--- config.mk ---
export PLATFORM = sky130hd
export DESIGN_NAME = hdlc_rx_addr_filter
export DESIGN_NICKNAME = d
export VERILOG_FILES = /design/src/rtl/hdlc_filt_pkg.sv /design/src/rtl/hdlc_addr_match.sv /design/src/rtl/hdlc_filt_ctrl.sv /design/src/rtl/hdlc_rx_addr_filter.sv
export SDC_FILE = /design/constraint.sdc
export NUM_CORES = 1
export LEC_CHECK = 0
export BUFFER_PORTS_ARGS = -buffer_cell sky130_fd_sc_hd__buf_2
export CAP_MARGIN = 10
export CORE_ASPECT_RATIO = 1.5
export CORE_MARGIN = 5
export CORE_UTILIZATION = 44
export DETAILED_ROUTE_END_ITERATION = 8
export HOLD_SLACK_MARGIN = 0.12
export PLACE_DENSITY = 0.79
export SETUP_SLACK_MARGIN = 0.02
export SLEW_MARGIN = 20
export SYNTH_ARGS = -nofsm -noshare
export SYNTH_HDL_FRONTEND = slang
export SYNTH_SLANG_ARGS = --single-unit
--- constraint.sdc ---
create_clock -name clk -period 1.8 [get_ports clk]
set_input_delay 0.27 -clock clk [delete_from_list [all_inputs] [get_ports clk]]
set_output_delay 0.27 -clock clk [all_outputs]
set_load 0.05 [all_outputs]
--- src/rtl/hdlc_filt_pkg.sv ---
package hdlc_filt_pkg;

    typedef enum logic [2:0] {
        MD_RSV0  = 3'b000,
        MD_RSV1  = 3'b001,
        MD_FULL1 = 3'b010,
        MD_FULL2 = 3'b011,
        MD_PASS  = 3'b100,
        MD_TEI   = 3'b101,
        MD_ALL   = 3'b110,
        MD_SAPI  = 3'b111
    } filt_mode_e;

    typedef enum logic [2:0] {
        ST_IDLE,
        ST_HDR2,
        ST_STORE,
        ST_DROP,
        ST_PASS
    } filt_state_e;

endpackage

--- src/rtl/hdlc_addr_match.sv ---
module hdlc_addr_match #(
    parameter int W      = 8,
    parameter int N_PROG = 2,
    parameter int N_GRP  = 0,
    parameter logic [((N_GRP > 0) ? N_GRP : 1)*W-1:0] GRP_VALS = '0
) (
    input  logic [W-1:0]        byte_in,
    input  logic [N_PROG*W-1:0] prog_vals,
    output logic                hit
);

    logic [N_PROG-1:0] prog_hit;

    for (genvar i = 0; i < N_PROG; i++) begin : g_prog
        assign prog_hit[i] = (byte_in == prog_vals[i*W +: W]);
    end

    if (N_GRP > 0) begin : g_grp
        logic [N_GRP-1:0] grp_hit;
        for (genvar g = 0; g < N_GRP; g++) begin : g_cmp
            assign grp_hit[g] = (byte_in == GRP_VALS[g*W +: W]);
        end
        assign hit = (|prog_hit) | (|grp_hit);
    end else begin : g_nogrp
        assign hit = |prog_hit;
    end

endmodule

--- src/rtl/hdlc_filt_ctrl.sv ---
module hdlc_filt_ctrl
    import hdlc_filt_pkg::*;
#(
    parameter int W = 8
) (
    input  logic         clk,
    input  logic         rst_n,
    input  logic         in_valid,
    input  logic [W-1:0] in_data,
    input  logic         in_sof,
    input  logic         in_eof,
    input  logic         in_abort,
    input  logic [2:0]   mode,
    input  logic         hit_hi,
    input  logic         hit_lo,
    input  logic         hit_sapi,
    input  logic         hit_tei,
    output logic         wr_en,
    output logic [W-1:0] wr_data,
    output logic         wr_eof,
    output filt_state_e  state
);

    filt_state_e state_q, state_d;
    filt_mode_e  mode_q, mode_d, mode_in;
    logic        hi_ok_q, hi_ok_d;
    logic        wr_en_d, wr_eof_d;
    logic        pass_now, frame_start, hdr_ok;

    assign mode_in     = filt_mode_e'(mode);
    assign pass_now    = ((state_q == ST_IDLE) || (state_q == ST_PASS)) && (mode_in == MD_PASS);
    assign frame_start = in_valid && in_sof && !in_abort && !pass_now;
    assign hdr_ok      = (mode_q == MD_FULL2) ? (hi_ok_q && hit_lo) : hit_tei;

    always_comb begin
        state_d  = (state_q == ST_PASS) ? ST_IDLE : state_q;
        mode_d   = mode_q;
        hi_ok_d  = hi_ok_q;
        wr_en_d  = 1'b0;
        wr_eof_d = 1'b0;
        if (pass_now) begin
            state_d = ST_PASS;
            wr_en_d = in_valid;
        end else if (in_abort) begin
            state_d = ST_IDLE;
        end else if (frame_start) begin
            mode_d = mode_in;
            unique case (mode_in)
                MD_ALL: begin
                    wr_en_d  = 1'b1;
                    wr_eof_d = in_eof;
                    state_d  = in_eof ? ST_IDLE : ST_STORE;
                end
                MD_FULL1: state_d = in_eof ? ST_IDLE : (hit_hi ? ST_STORE : ST_DROP);
                MD_SAPI:  state_d = in_eof ? ST_IDLE : (hit_sapi ? ST_STORE : ST_DROP);
                MD_FULL2: begin
                    hi_ok_d = hit_hi;
                    state_d = in_eof ? ST_IDLE : ST_HDR2;
                end
                MD_TEI:   state_d = in_eof ? ST_IDLE : ST_HDR2;
                MD_PASS: begin
                    state_d = ST_PASS;
                    wr_en_d = 1'b1;
                end
                default:  state_d = in_eof ? ST_IDLE : ST_DROP;
            endcase
        end else if (in_valid) begin
            unique case (state_q)
                ST_HDR2:  state_d = in_eof ? ST_IDLE : (hdr_ok ? ST_STORE : ST_DROP);
                ST_STORE: begin
                    wr_en_d  = 1'b1;
                    wr_eof_d = in_eof;
                    if (in_eof) state_d = ST_IDLE;
                end
                ST_DROP:  if (in_eof) state_d = ST_IDLE;
                ST_IDLE, ST_PASS: ;
            endcase
        end
    end

    always_ff @(posedge clk or negedge rst_n) begin
        if (!rst_n) begin
            state_q <= ST_IDLE;
            mode_q  <= MD_RSV0;
            hi_ok_q <= 1'b0;
        end else begin
            state_q <= state_d;
            mode_q  <= mode_d;
            hi_ok_q <= hi_ok_d;
        end
    end

    always_ff @(posedge clk or negedge rst_n) begin
        if (!rst_n) begin
            wr_en   <= 1'b0;
            wr_eof  <= 1'b0;
            wr_data <= '0;
        end else begin
            wr_en   <= wr_en_d;
            wr_eof  <= wr_eof_d;
            wr_data <= in_data;
        end
    end

    assign state = state_q;

endmodule

--- src/rtl/hdlc_rx_addr_filter.sv ---
module hdlc_rx_addr_filter
    import hdlc_filt_pkg::*;
#(
    parameter int DATA_W = 8,
    parameter int N_ADDR = 2,
    parameter logic [DATA_W-1:0] SAPI_GRP_A = 8'hFE,
    parameter logic [DATA_W-1:0] SAPI_GRP_B = 8'hFC,
    parameter logic [DATA_W-1:0] TEI_GRP    = 8'hFF
) (
    input  logic                     clk,
    input  logic                     rst_n,
    input  logic                     in_valid,
    input  logic [DATA_W-1:0]        in_data,
    input  logic                     in_sof,
    input  logic                     in_eof,
    input  logic                     in_abort,
    input  logic [2:0]               mode_sel,
    input  logic [N_ADDR*DATA_W-1:0] hi_addr,
    input  logic [N_ADDR*DATA_W-1:0] lo_addr,
    input  logic [N_ADDR*DATA_W-1:0] sapi_addr,
    input  logic [N_ADDR*DATA_W-1:0] tei_addr,
    output logic                     wr_en,
    output logic [DATA_W-1:0]        wr_data,
    output logic                     wr_eof
);

    logic        hit_hi, hit_lo, hit_sapi, hit_tei;
    filt_state_e fsm_state;

    hdlc_addr_match #(.W(DATA_W), .N_PROG(N_ADDR), .N_GRP(0)) u_hi (
        .byte_in(in_data), .prog_vals(hi_addr), .hit(hit_hi)
    );

    hdlc_addr_match #(.W(DATA_W), .N_PROG(N_ADDR), .N_GRP(0)) u_lo (
        .byte_in(in_data), .prog_vals(lo_addr), .hit(hit_lo)
    );

    hdlc_addr_match #(.W(DATA_W), .N_PROG(N_ADDR), .N_GRP(2),
                      .GRP_VALS({SAPI_GRP_B, SAPI_GRP_A})) u_sapi (
        .byte_in(in_data), .prog_vals(sapi_addr), .hit(hit_sapi)
    );

    hdlc_addr_match #(.W(DATA_W), .N_PROG(N_ADDR), .N_GRP(1),
                      .GRP_VALS(TEI_GRP)) u_tei (
        .byte_in(in_data), .prog_vals(tei_addr), .hit(hit_tei)
    );

    hdlc_filt_ctrl #(.W(DATA_W)) u_ctrl (
        .clk      (clk),
        .rst_n    (rst_n),
        .in_valid (in_valid),
        .in_data  (in_data),
        .in_sof   (in_sof),
        .in_eof   (in_eof),
        .in_abort (in_abort),
        .mode     (mode_sel),
        .hit_hi   (hit_hi),
        .hit_lo   (hit_lo),
        .hit_sapi (hit_sapi),
        .hit_tei  (hit_tei),
        .wr_en    (wr_en),
        .wr_data  (wr_data),
        .wr_eof   (wr_eof),
        .state    (fsm_state)
    );

endmodule

# Word-level counts from Yosys, hierarchy flattened
# Cells that the tools add are included.
[op_classes] n_reduce_logical=19 n_mux=30 eq_ne=22 bitwise=4
[op_table] op="== test 8 bit" n=8
[op_table] op="2-to-1 mux 3 bit" n=9
[op_table] op="== test 8 bit (second input constant)" n=3
[op_table] op="2-to-1 mux 1 bit" n=17
[op_table] op="OR reduction 2 bit" n=8
[op_table] op="== test 3 x 2 -> 1 bit (second input constant)" n=5
[op_table] op="== test 3 bit (second input constant)" n=5
[op_table] op="case mux 3 bit (5 select lines)" n=1
[op_table] op="case mux 3 bit (2 select lines)" n=1
[op_table] op="logical AND 1 bit" n=5
[op_table] op="2-to-1 mux 2 bit" n=2
[op_table] op="AND reduction 4 bit" n=1
[op_table] op="== test 3 x 1 -> 1 bit (second input constant)" n=1
[op_table] op="logical NOT 3 bit" n=1
[op_table] op="AND reduction 3 bit" n=1
[op_table] op="logical NOT 1 bit" n=2
[op_table] op="inverter 1 bit" n=2
[op_table] op="OR 1 bit" n=2
[op_table] op="logical OR 1 bit" n=1
[word_totals] reg_bits=17 in_bits=81 elab_cells=81 output_inout_bits=10

# Logic depth before layout (Yosys ltp)
# Gate-level depths: netlist (run 1).
[depth] depth_word=11 mapped_depth=7 mapped_depth_nobuf=6

# Cells and area by module
# A second synthesis (run 1) with hierarchy kept.
[hier_totals] cells_unflattened=154 area_unflattened_um2=1463.9
[modules_own_cells] module="hdlc_filt_ctrl" cells_each=62 seq_area_each_um2=425.4 area_per_inst_um2=739.5 n_inst=1
[modules_own_cells] module="hdlc_addr_match at u_hi ..." cells_each=21 seq_area_each_um2=0.0 area_per_inst_um2=171.4 n_inst=2
[modules_own_cells] module="hdlc_addr_match at u_tei" cells_each=25 seq_area_each_um2=0.0 area_per_inst_um2=191.4 n_inst=1
[modules_own_cells] module="hdlc_addr_match at u_sapi" cells_each=25 seq_area_each_um2=0.0 area_per_inst_um2=190.2 n_inst=1

# Worst setup path after synthesis (run 1)
# No wires, ideal clock.
[synth_path] kind="input -> register" start="input mode_sel[2]" end="register u_ctrl.hi_ok_q" path_buffers=1 path_slack_ns=0.230 setup_time_ns=0.128 t_arrival_ns=1.442 path_stages=6 t_required_ns=1.672 cell_sequence="buf_2 nor3b_2 a21oi_2 nand3_2 nor3_1 mux2_1"
[synth_between] elab_chain_len=5 word_cells_on_any_way=7 cone_classes="eq/ne: 2; bitwise: 1; reduce/logical: 4"
[synth_rtl] element="start, declared" line_no="hdlc_rx_addr_filter.sv:17" source="input logic [2:0] mode_sel,"
[synth_rtl] element="== test 3 bit" line_no="hdlc_filt_ctrl.sv:31" source="assign pass_now = ((state_q == ST_IDLE) || (state_q == ST_PASS)) && (mode_in == MD_PASS);"
[synth_rtl] element="logical AND 1 bit" line_no="hdlc_filt_ctrl.sv:31"
[synth_rtl] element="logical NOT 1 bit" line_no="hdlc_filt_ctrl.sv:32" source="assign frame_start = in_valid && in_sof && !in_abort && !pass_now;"
[synth_rtl] element="logical AND 1 bit" line_no="hdlc_filt_ctrl.sv:32"
[synth_rtl] element="AND reduction 4 bit (no line) (*)"
[synth_rtl] element="end signal, assigned" line_no="hdlc_filt_ctrl.sv:89" source="hi_ok_q <= hi_ok_d;"
[synth_rtl] element="end, declared" line_no="hdlc_filt_ctrl.sv:26" source="logic hi_ok_q, hi_ok_d;"
# Every way passes the cells marked *; elsewhere a longest branch is shown, timed or not.
# A chain may end at the register's enable or synchronous reset.

# Final worst setup path (run 1)
[layout_path] start="register u_ctrl.state_q[2], in the netlist u_ctrl.state[2]" end="register u_ctrl.state_q[0], in the netlist u_ctrl.state[0]"
[layout_between] elab_chain_len=8 word_cells_on_any_way=17 cone_classes="eq/ne: 4; mux: 7; reduce/logical: 6"
[layout_rtl] element="start, declared" line_no="hdlc_filt_ctrl.sv:24" source="filt_state_e state_q, state_d;"
[layout_rtl] element="start signal, assigned" line_no="hdlc_filt_ctrl.sv:87" source="state_q <= state_d;"
[layout_rtl] element="== test 3 bit or logical NOT 3 bit (tied branches)" line_no="hdlc_filt_ctrl.sv:31, hdlc_filt_ctrl.sv:36"
[layout_rtl] element="2-to-1 mux 3 bit or logical OR 1 bit (tied branches)" line_no="hdlc_filt_ctrl.sv:36, hdlc_filt_ctrl.sv:31"
[layout_rtl] element="2-to-1 mux 3 bit or logical AND 1 bit (tied branches)" line_no="hdlc_filt_ctrl.sv:73, hdlc_filt_ctrl.sv:75, hdlc_filt_ctrl.sv:31"
[layout_rtl] element="case mux 3 bit (2 select lines) or logical NOT 1 bit (tied branches)" line_no="hdlc_filt_ctrl.sv:68, hdlc_filt_ctrl.sv:32"
[layout_rtl] element="2-to-1 mux 3 bit or logical AND 1 bit (tied branches)" line_no="hdlc_filt_ctrl.sv:67, hdlc_filt_ctrl.sv:32"
[layout_rtl] element="2-to-1 mux 3 bit" line_no="hdlc_filt_ctrl.sv:46" source="end else if (frame_start) begin"
[layout_rtl] element="2-to-1 mux 3 bit" line_no="hdlc_filt_ctrl.sv:44" source="end else if (in_abort) begin"
[layout_rtl] element="2-to-1 mux 3 bit (*)" line_no="hdlc_filt_ctrl.sv:41" source="if (pass_now) begin"
[layout_rtl] element="net u_ctrl.state_d[0]" line_no="hdlc_filt_ctrl.sv:24"
# The timed path passes the listed nets; every way through them passes the cells marked *.

==> reports/results.txt, run 1 <==
Via count - 1466
Critical register-to-register path startpoint - u_ctrl.state[2]$_DFF_PN0_
Die outline height - 82.6 um
Pin count of the biggest net entering global routing - 18
Top fanout value on the critical path - 4
Count of cell types in the netlist - 34
Launching instance or port of the critical path - u_ctrl.state[2]$_DFF_PN0_
Post-DRT Antenna Nets - 0
Final setup skew - 0.000342 ns
Clock root buffer master - sky130_fd_sc_hd__clkbuf_8
Clock transition time at the flip-flop clock pins of the worst setup and hold paths - 0.06 ns
Post-Route Setup TNS - 0 ns
Required time of the critical path - 1.94 ns
Mean routed wirelength per cell - 14.2 um
Register-to-register setup slack - 0.24 ns
Core Box Area - 3420 um^2
Final std cells w/o fill - 292
Largest cells by area after synthesis - sky130_fd_sc_hd__dfrtp_1, sky130_fd_sc_hd__xnor2_1, sky130_fd_sc_hd__xor2_1
Path class of the lowest-slack min-delay path - in2reg
Data arrival time at the worst-slack endpoint - 1.71 ns
Worst-case clock buffer depth - 2
DRC viols - 0
CTS resizes - 0
Setup slack after placement - 0.104 ns
Nets in the synthesized netlist - 242
Post-synthesis cell area - 1550 um^2
Ports - 91
Leakage power of the design - 0.937 nW
Number of CTS-inserted buffers - 3
Slew @ Worst Pin - 0.369 ns
Fraction of the yosys area taken by sequential cells - 27.5%
Number of search-and-repair iterations in the first detailed-routing pass - 4
Highest ir drop seen on vdd - 0.352 mV
Final weighted congestion in routability-driven placement - 0.846
Signed area change from the synthesized netlist to the final layout - 31.4%
Number of cells produced by synthesis - 161
Vias in the first global route - 1520
#FFs+latches synth - 17
Max-slew violations - 0
Portion of the clock cycle consumed by the worst path in the final layout - 86.9%
Type of destination of the critical path - register
Number of antenna violations at the first check in global routing - 0
Final setup violating endpoints - 0
Port bufs - 90
Number of endpoints with negative hold slack in the final report - 0
Placed wire-length estimate - 3.50 mm
Run status - completed
Synth top area share - 27.5%
Clock period minus final worst setup slack - 1.56 ns
Critical path startpoint category - register
Initial cell density of the core - 45.2%
RSZ-0062 raised after global routing - false
Buffer count from post-CTS setup fixing - 0
DR vias/cell - 5.02
Setup slack of the critical path after layout - 0.236 ns
Share of post-route cells with drive strength above 1 - 40.4%
Worst max-slew margin expressed relative to the limit - 75.4%
Number of DRC violations after detailed-routing iteration 0 - 23
R2r endpoint - u_ctrl.state[0]$_DFF_PN0_
Clock tree from TritonCTS - built
Total number of clock tree sinks - 17
DIE AREA - 4820 um^2
Max-capacitance violation count - 0
Pwr dens - 544 nW/um^2
Wire length of the first global-routing pass - 6.76 mm
Std cell rows - 26
Critical hold path startpoint - in_abort
Cell taking the most area after synthesis - sky130_fd_sc_hd__dfrtp_1
Hold EP - u_ctrl.state[0]$_DFF_PN0_
Yosys warns - 0
Storage element area - 425 um^2
Insertion delay of the later-clocked pin in the worst-skew pair - 0.25 ns
Total placed cells including tap cells - 287
Number of diodes added for antenna fixing - 0
Mean instance size in the synthesized netlist - 9.60 um^2
Number of nets at the end of the flow - 332
Number of fill cells - 323
Remaining Overflow, GRT - 0
Cell depth of the worst hold path - 2
Startpoint-to-endpoint class of the critical path - reg2reg
Chip width - 58.4 um
Total wirelength of the detailed-routed design - 4.14 mm
CTS H-tree depth - 1
Peak Freq - 640 MHz
Overall track demand over capacity in global routing - 18.0%
Worst reg-to-reg path cell count - 5
Area used by multi-input combinational logic - 1020 um^2
[stage by stage]
step,area (um^2),total power [mW],utilization (%),hold WS [ns]
2_1_floorplan,1550,0.684,-,-0.0256
3_3_place_gp,1980,0.824,57.8,0.203
3_5_place_dp,1980,0.833,57.8,0.209
4_1_cts,2030,1.11,59.5,0.238
5_1_grt,2030,1.18,59.5,0.238
6_report,2030,1.10,59.5,0.246
[sequential cells by signal, summed over array words and instances (netlist names)]
| name | cells |
|---|---|
| u_ctrl.wr_en | 1 |
| u_ctrl.mode_q | 3 |
| u_ctrl.state | 3 |
| u_ctrl.wr_data | 8 |
| u_ctrl.wr_eof | 1 |
| u_ctrl.hi_ok_q | 1 |
[cell usage after synthesis]
master and n:
sky130_fd_sc_hd__xnor2_1 32, sky130_fd_sc_hd__a32oi_1 2, sky130_fd_sc_hd__o22ai_1 2, sky130_fd_sc_hd__nor4_1 8, sky130_fd_sc_hd__nor3b_2 1, sky130_fd_sc_hd__buf_6 8
sky130_fd_sc_hd__a21o_1 1, sky130_fd_sc_hd__a2111oi_2 1, sky130_fd_sc_hd__inv_1 1, sky130_fd_sc_hd__a21oi_2 1, sky130_fd_sc_hd__nand4_1 9, sky130_fd_sc_hd__o211ai_1 1
sky130_fd_sc_hd__a211oi_1 1, sky130_fd_sc_hd__nor3_1 3, sky130_fd_sc_hd__nand3b_4 1, sky130_fd_sc_hd__o41ai_1 1, sky130_fd_sc_hd__o21ai_0 2, sky130_fd_sc_hd__nor2_1 5
sky130_fd_sc_hd__xor2_1 32, sky130_fd_sc_hd__and2_1 1, sky130_fd_sc_hd__buf_2 1, sky130_fd_sc_hd__nand3_2 1, sky130_fd_sc_hd__and2b_1 1, sky130_fd_sc_hd__nor2b_1 2
sky130_fd_sc_hd__o21bai_1 1, sky130_fd_sc_hd__o21ai_1 1, sky130_fd_sc_hd__nor4b_1 1, sky130_fd_sc_hd__mux2_1 4, sky130_fd_sc_hd__nand2_1 10, sky130_fd_sc_hd__nor3b_1 1
sky130_fd_sc_hd__a311oi_1 1, sky130_fd_sc_hd__a31oi_1 1, sky130_fd_sc_hd__a21oi_1 6, sky130_fd_sc_hd__dfrtp_1 17
[how the worst max path moves through the flow]
stage | to | slack, ns | cells past startpoint
5_1_grt | u_ctrl.state[0]$_DFF_PN0_ | 0.14 | 5
2_1_floorplan | u_ctrl.hi_ok_q$_DFFE_PN0P_ | 0.23 | 6
6_report | u_ctrl.state[0]$_DFF_PN0_ | 0.24 | 5
4_1_cts | u_ctrl.hi_ok_q$_DFFE_PN0P_ | 0.23 | 5
3_3_place_gp | u_ctrl.state[0]$_DFF_PN0_ | 0.13 | 7
3_5_place_dp | u_ctrl.state[0]$_DFF_PN0_ | 0.10 | 7
[power breakdown]
group	total (mW)	internal [mW]	switching, mW	leakage (nW)
clock network	0.278	0.157	0.121	0.0228
registers	0.425	0.411	0.0138	0.211
logic	0.401	0.184	0.218	0.704
[area by class of cell]
class | instances | area share [%]
multi-input combinational | 134 | 50.3
timing repair buffer | 94 | 23.8
sequential | 17 | 20.9
tap | 42 | 2.59
clock buffer | 4 | 2.22
inverter | 1 | 0.185
[repair_timing]
| action | 4_1_cts | 5_1_grt |
|---|---|---|
| hold buffers | 1 | 0 |
| endpoints found under the setup margin | 0 | 0 |
| hold endpoints to repair | 17 | 0 |
[cell families (layout without fill, tap and decap cells)]
logic type / after synthesis / after routing / synth area share (%)
buffers and inverters: 10 / 99 / 6.40
xor gates and xnor gates: 64 / 64 / 36.3
muxes: 4 / 4 / 2.91
and+or+nand+nor: 44 / 44 / 17.0
AOI/OAI and AO/OA: 22 / 22 / 9.88
DFF: 17 / 17 / 27.5
[cell usage in the layout, fill, tap and decap left out]
master and n:
sky130_fd_sc_hd__mux2_1 4, sky130_fd_sc_hd__nor4_1 8, sky130_fd_sc_hd__nor3b_2 1, sky130_fd_sc_hd__buf_2 90, sky130_fd_sc_hd__nand3b_4 1, sky130_fd_sc_hd__a21o_1 1
sky130_fd_sc_hd__inv_1 1, sky130_fd_sc_hd__a2111oi_2 1, sky130_fd_sc_hd__xor2_1 32, sky130_fd_sc_hd__nor2b_1 2, sky130_fd_sc_hd__o22ai_1 2, sky130_fd_sc_hd__a31oi_1 1
sky130_fd_sc_hd__nor2_1 5, sky130_fd_sc_hd__nor3_1 3, sky130_fd_sc_hd__clkbuf_8 3, sky130_fd_sc_hd__and2_1 1, sky130_fd_sc_hd__clkbuf_1 1, sky130_fd_sc_hd__o21bai_1 1
sky130_fd_sc_hd__dfrtp_1 17, sky130_fd_sc_hd__a21oi_2 1, sky130_fd_sc_hd__a32oi_1 2, sky130_fd_sc_hd__nand4_1 9, sky130_fd_sc_hd__o41ai_1 1, sky130_fd_sc_hd__and2b_1 1
sky130_fd_sc_hd__a211oi_1 1, sky130_fd_sc_hd__o21ai_0 2, sky130_fd_sc_hd__a21oi_1 6, sky130_fd_sc_hd__nor4b_1 1, sky130_fd_sc_hd__nor3b_1 1, sky130_fd_sc_hd__xnor2_1 32
sky130_fd_sc_hd__nand3_2 1, sky130_fd_sc_hd__o21ai_1 1, sky130_fd_sc_hd__nand2_1 10, sky130_fd_sc_hd__dlygate4sd3_1 1, sky130_fd_sc_hd__buf_4 3, sky130_fd_sc_hd__a311oi_1 1
sky130_fd_sc_hd__o211ai_1 1
[worst max-delay path: stages (launching register included)]
cell and delay [ns]:
sky130_fd_sc_hd__dfrtp_1 0.40, sky130_fd_sc_hd__and2b_1 0.30, sky130_fd_sc_hd__nand3b_4 0.08, sky130_fd_sc_hd__a311oi_1 0.24, sky130_fd_sc_hd__a21oi_1 0.12, sky130_fd_sc_hd__a2111oi_2 0.32
[layer usage]
| metal | vias to the layer above | GRT usage (%) | part of all wire (%) |
|---|---|---|---|
| met1 | 661 | 21.3 | 37 |
| met5 | - | 0 | 0 |
| li1 | 740 | - | - |
| met3 | 5 | 2.64 | 6.6 |
| met2 | 60 | 33.1 | 55 |
| met4 | 0 | 5.34 | 0.87 |
Note: power is estimated with default switching activity, not from simulation.
==> run 2: changes to the inputs <==
--- a/config.mk
+++ b/config.mk
@@ -9,12 +9,13 @@
 export CAP_MARGIN = 10
 export CORE_ASPECT_RATIO = 1.5
 export CORE_MARGIN = 5
-export CORE_UTILIZATION = 44
+export CORE_UTILIZATION = 43
 export DETAILED_ROUTE_END_ITERATION = 8
 export HOLD_SLACK_MARGIN = 0.12
-export PLACE_DENSITY = 0.79
+export PLACE_DENSITY = 0.78
 export SETUP_SLACK_MARGIN = 0.02
 export SLEW_MARGIN = 20
 export SYNTH_ARGS = -nofsm -noshare
 export SYNTH_HDL_FRONTEND = slang
+export SYNTH_HIERARCHICAL = 1
 export SYNTH_SLANG_ARGS = --single-unit
==> run 2 against run 1 <==
Against the previous run: via count grew 5.3%; area after synthesis is 5.3% lower; total power down 0.37%; non-clock buffer count is 2 lower; routed wire length up 1.6%; die area decreased by 2.6%; clock skew increased by 0.0044 ns; flip-flop and latch count unchanged; largest power group unchanged.
==> reports/results.txt, run 2 <==
Placed wire-length estimate - 3.61 mm
DR vias/cell - 5.29
Most frequent cells after synthesis - sky130_fd_sc_hd__xnor2_1, sky130_fd_sc_hd__dfrtp_1, sky130_fd_sc_hd__nand4_1, sky130_fd_sc_hd__xor2_1, sky130_fd_sc_hd__o21ai_0
Vias in the first global route - 1621
CTS resizes - 0
Clock transition time at the flip-flop clock pins of the worst setup and hold paths - 0.06 ns
Post-Route Hold Slack - 0.278 ns
Wire length of the first global-routing pass - 6.68 mm
Leakage power of the design - 0.893 nW
Total wirelength of the detailed-routed design - 4.21 mm
Data arrival time at the worst-slack endpoint - 1.61 ns
Post-synth top flop - sky130_fd_sc_hd__dfrtp_1
Number of endpoints with negative hold slack in the final report - 0
CTS H-tree depth - 1
Path class of the lowest-slack min-delay path - in2reg
Number of search-and-repair iterations in the first detailed-routing pass - 4
Commonest cells after routing, fill and taps aside - sky130_fd_sc_hd__buf_2, sky130_fd_sc_hd__xnor2_1, sky130_fd_sc_hd__dfrtp_1, sky130_fd_sc_hd__nand4_1, sky130_fd_sc_hd__xor2_1
Count of cell types in the netlist - 30
Yosys warns - 6
Pwr dens - 542 nW/um^2
RSZ-0062 raised after global routing - false
Worst max-slew margin expressed relative to the limit - 71.7%
Largest cells by area after synthesis - sky130_fd_sc_hd__dfrtp_1, sky130_fd_sc_hd__xnor2_1, sky130_fd_sc_hd__xor2_1
Post-DRT Antenna Nets - 0
Initial cell density of the core - 43.7%
Clock period minus final worst setup slack - 1.48 ns
DIE AREA - 4700 um^2
Type of destination of the critical path - register
Port bufs - 90
Critical hold path startpoint - in_valid
Insertion delay of the later-clocked pin in the worst-skew pair - 0.25 ns
Max FFs per register - 8
Number of nets at the end of the flow - 332
DRC viols - 0
Post-Route Setup TNS - 0 ns
Slew @ Worst Pin - 0.418 ns
Required time of the critical path - 1.92 ns
Synth top area share - 29.1%
Nets in the synthesized netlist - 235
Fraction of registers with async set or reset after synthesis - 100%
Ports - 91
Mean instance size in the synthesized netlist - 9.51 um^2
Cell taking the most area after synthesis - sky130_fd_sc_hd__dfrtp_1
Setup slack of the critical path after layout - 0.318 ns
Via count - 1544
Run status - completed
Signed area change from the synthesized netlist to the final layout - 38.7%
Critical register-to-register path startpoint - u_ctrl/state[2]$_DFF_PN0_
Clock tree from TritonCTS - built
Share of post-route cells with drive strength above 1 - 40.0%
Number of antenna violations at the first check in global routing - 0
EDFF count, synth - 0
Final setup skew - 0.00471 ns
Largest register by flop count - u_ctrl/wr_data
Launching instance or port of the critical path - in_data[1]
Number of cells produced by synthesis - 154
Portion of the clock cycle consumed by the worst path in the final layout - 82.3%
Highest ir drop seen on vdd - 0.305 mV
Critical path startpoint category - primary input
Std cell rows - 26
Number of CTS-inserted buffers - 3
Overall track demand over capacity in global routing - 18.0%
Setup slack after placement - 0.108 ns
Startpoint-to-endpoint class of the critical path - in2reg
Most common cell after layout, fill and taps aside - sky130_fd_sc_hd__buf_2
Mean routed wirelength per cell - 14.4 um
Pin count of the biggest net entering global routing - 18
Final weighted congestion in routability-driven placement - 0.914
Fraction of the yosys area taken by sequential cells - 29.1%
Peak Freq - 675 MHz
Core Box Area - 3350 um^2
Total number of clock tree sinks - 17
Dominant cell by count in the synthesized netlist - sky130_fd_sc_hd__xnor2_1
Number of diodes added for antenna fixing - 0
Number of DRC violations after detailed-routing iteration 0 - 43
Post-synthesis cell area - 1460 um^2
Remaining Overflow, GRT - 0
#FFs+latches synth - 17
Worst-case clock buffer depth - 2
Final setup violating endpoints - 0
Max-capacitance violation count - 0
Max-slew violations - 0
Clock root buffer master - sky130_fd_sc_hd__clkbuf_8
Top fanout value on the critical path - 10
Chip width - 57.6 um
Die outline height - 81.5 um
run 2: cell types whose count changed after synthesis, moves of 2 or more:
cell                       change
sky130_fd_sc_hd__xor2_1       -16
sky130_fd_sc_hd__o21ai_0       +6
sky130_fd_sc_hd__buf_6         -8
sky130_fd_sc_hd__nor2_1        -2
sky130_fd_sc_hd__nand2_1       -5
sky130_fd_sc_hd__xnor2_1      +16
sky130_fd_sc_hd__a21oi_1       -3
sky130_fd_sc_hd__a32oi_1       -2
sky130_fd_sc_hd__nand4_1       +7
sky130_fd_sc_hd__nor4_1        -4
sky130_fd_sc_hd__nand3b_1      +2
sky130_fd_sc_hd__nand2b_1      +3
run 2: cells by family after synthesis:
group / Yosys count / share of synthesized area [%]
XOR/XNOR: 64 / 38.3
AND/OR/NAND/NOR: 44 / 17.9
AO/OA/AOI/OAI: 22 / 10.4
flip-flops: 17 / 29.1
multiplexers: 5 / 3.76
buffers and inverters: 2 / 0.513
run 2: critical path: stages:
cell and delay, ns:
sky130_fd_sc_hd__buf_2 0.20, sky130_fd_sc_hd__xor2_1 0.19, sky130_fd_sc_hd__nor4_1 0.28, sky130_fd_sc_hd__a21oi_1 0.10, sky130_fd_sc_hd__o21ai_0 0.09, sky130_fd_sc_hd__and2_1 0.14, sky130_fd_sc_hd__o21ai_0 0.08, sky130_fd_sc_hd__a22oi_1 0.18
sky130_fd_sc_hd__a211oi_1 0.07
run 2: layout make-up:
type	count	area, um^2
Fill cell	308	1320
Multi-Input combinational cell	135	1030
Timing Repair Buffer	92	468
Sequential cell	17	425
Tap cell	42	52.6
Clock buffer	3	41.3
Inverter	2	7.51
Clock inverter	1	5.00
run 2: timing repair:
action | 4_1_cts | 5_1_grt
endpoints found under the hold margin | 17 | 0
hold buffers | 1 | 0
buffers inserted | 0 | 0
run 2: metal layers:
metal,vias to the layer above,part of all wire (%),wire length [um],global-route usage [%]
met3,10,12,523,6.45
li1,737,-,-,-
met4,0,2.0,84,7.42
met1,701,34,1430,18.8
met2,96,52,2170,32.4
met5,-,0,0,0
run 2: metrics by stage:
stage	utilization (%)	total power, mW	std cells	instance area, um^2
after floorplan	-	0.642	154	1460
after global placement	58.9	0.827	287	1970
after detailed placement	58.9	0.836	287	1970
after CTS	60.6	1.11	292	2030
after global routing	60.6	1.16	292	2030
final	60.6	1.10	292	2030
run 2: path summary, 6_finish.rpt:
path | to | slack (ns) | cells after the start
worst max-delay path | u_ctrl/state[0]$_DFF_PN0_ | 0.32 | 9
worst min-delay path | u_ctrl/state[1]$_DFF_PN0_ | 0.28 | 2
worst max register to register | u_ctrl/wr_en$_DFF_PN0_ | 0.43 | 4
worst min register to register | u_ctrl/mode_q[2]$_DFFE_PN0P_ | 0.50 | 1
max in group asynchronous | u_ctrl/state[1]$_DFF_PN0_ | 1.06 | 2
min in group asynchronous | u_ctrl/wr_en$_DFF_PN0_ | 0.47 | 2
run 2: power breakdown:
| group | total, mW | leakage (nW) | switching [mW] | internal (mW) |
|---|---|---|---|---|
| logic | 0.407 | 0.657 | 0.215 | 0.192 |
| registers | 0.423 | 0.211 | 0.0123 | 0.411 |
| clock network | 0.270 | 0.0255 | 0.117 | 0.153 |
| total | 1.10 | 0.893 | 0.344 | 0.756 |
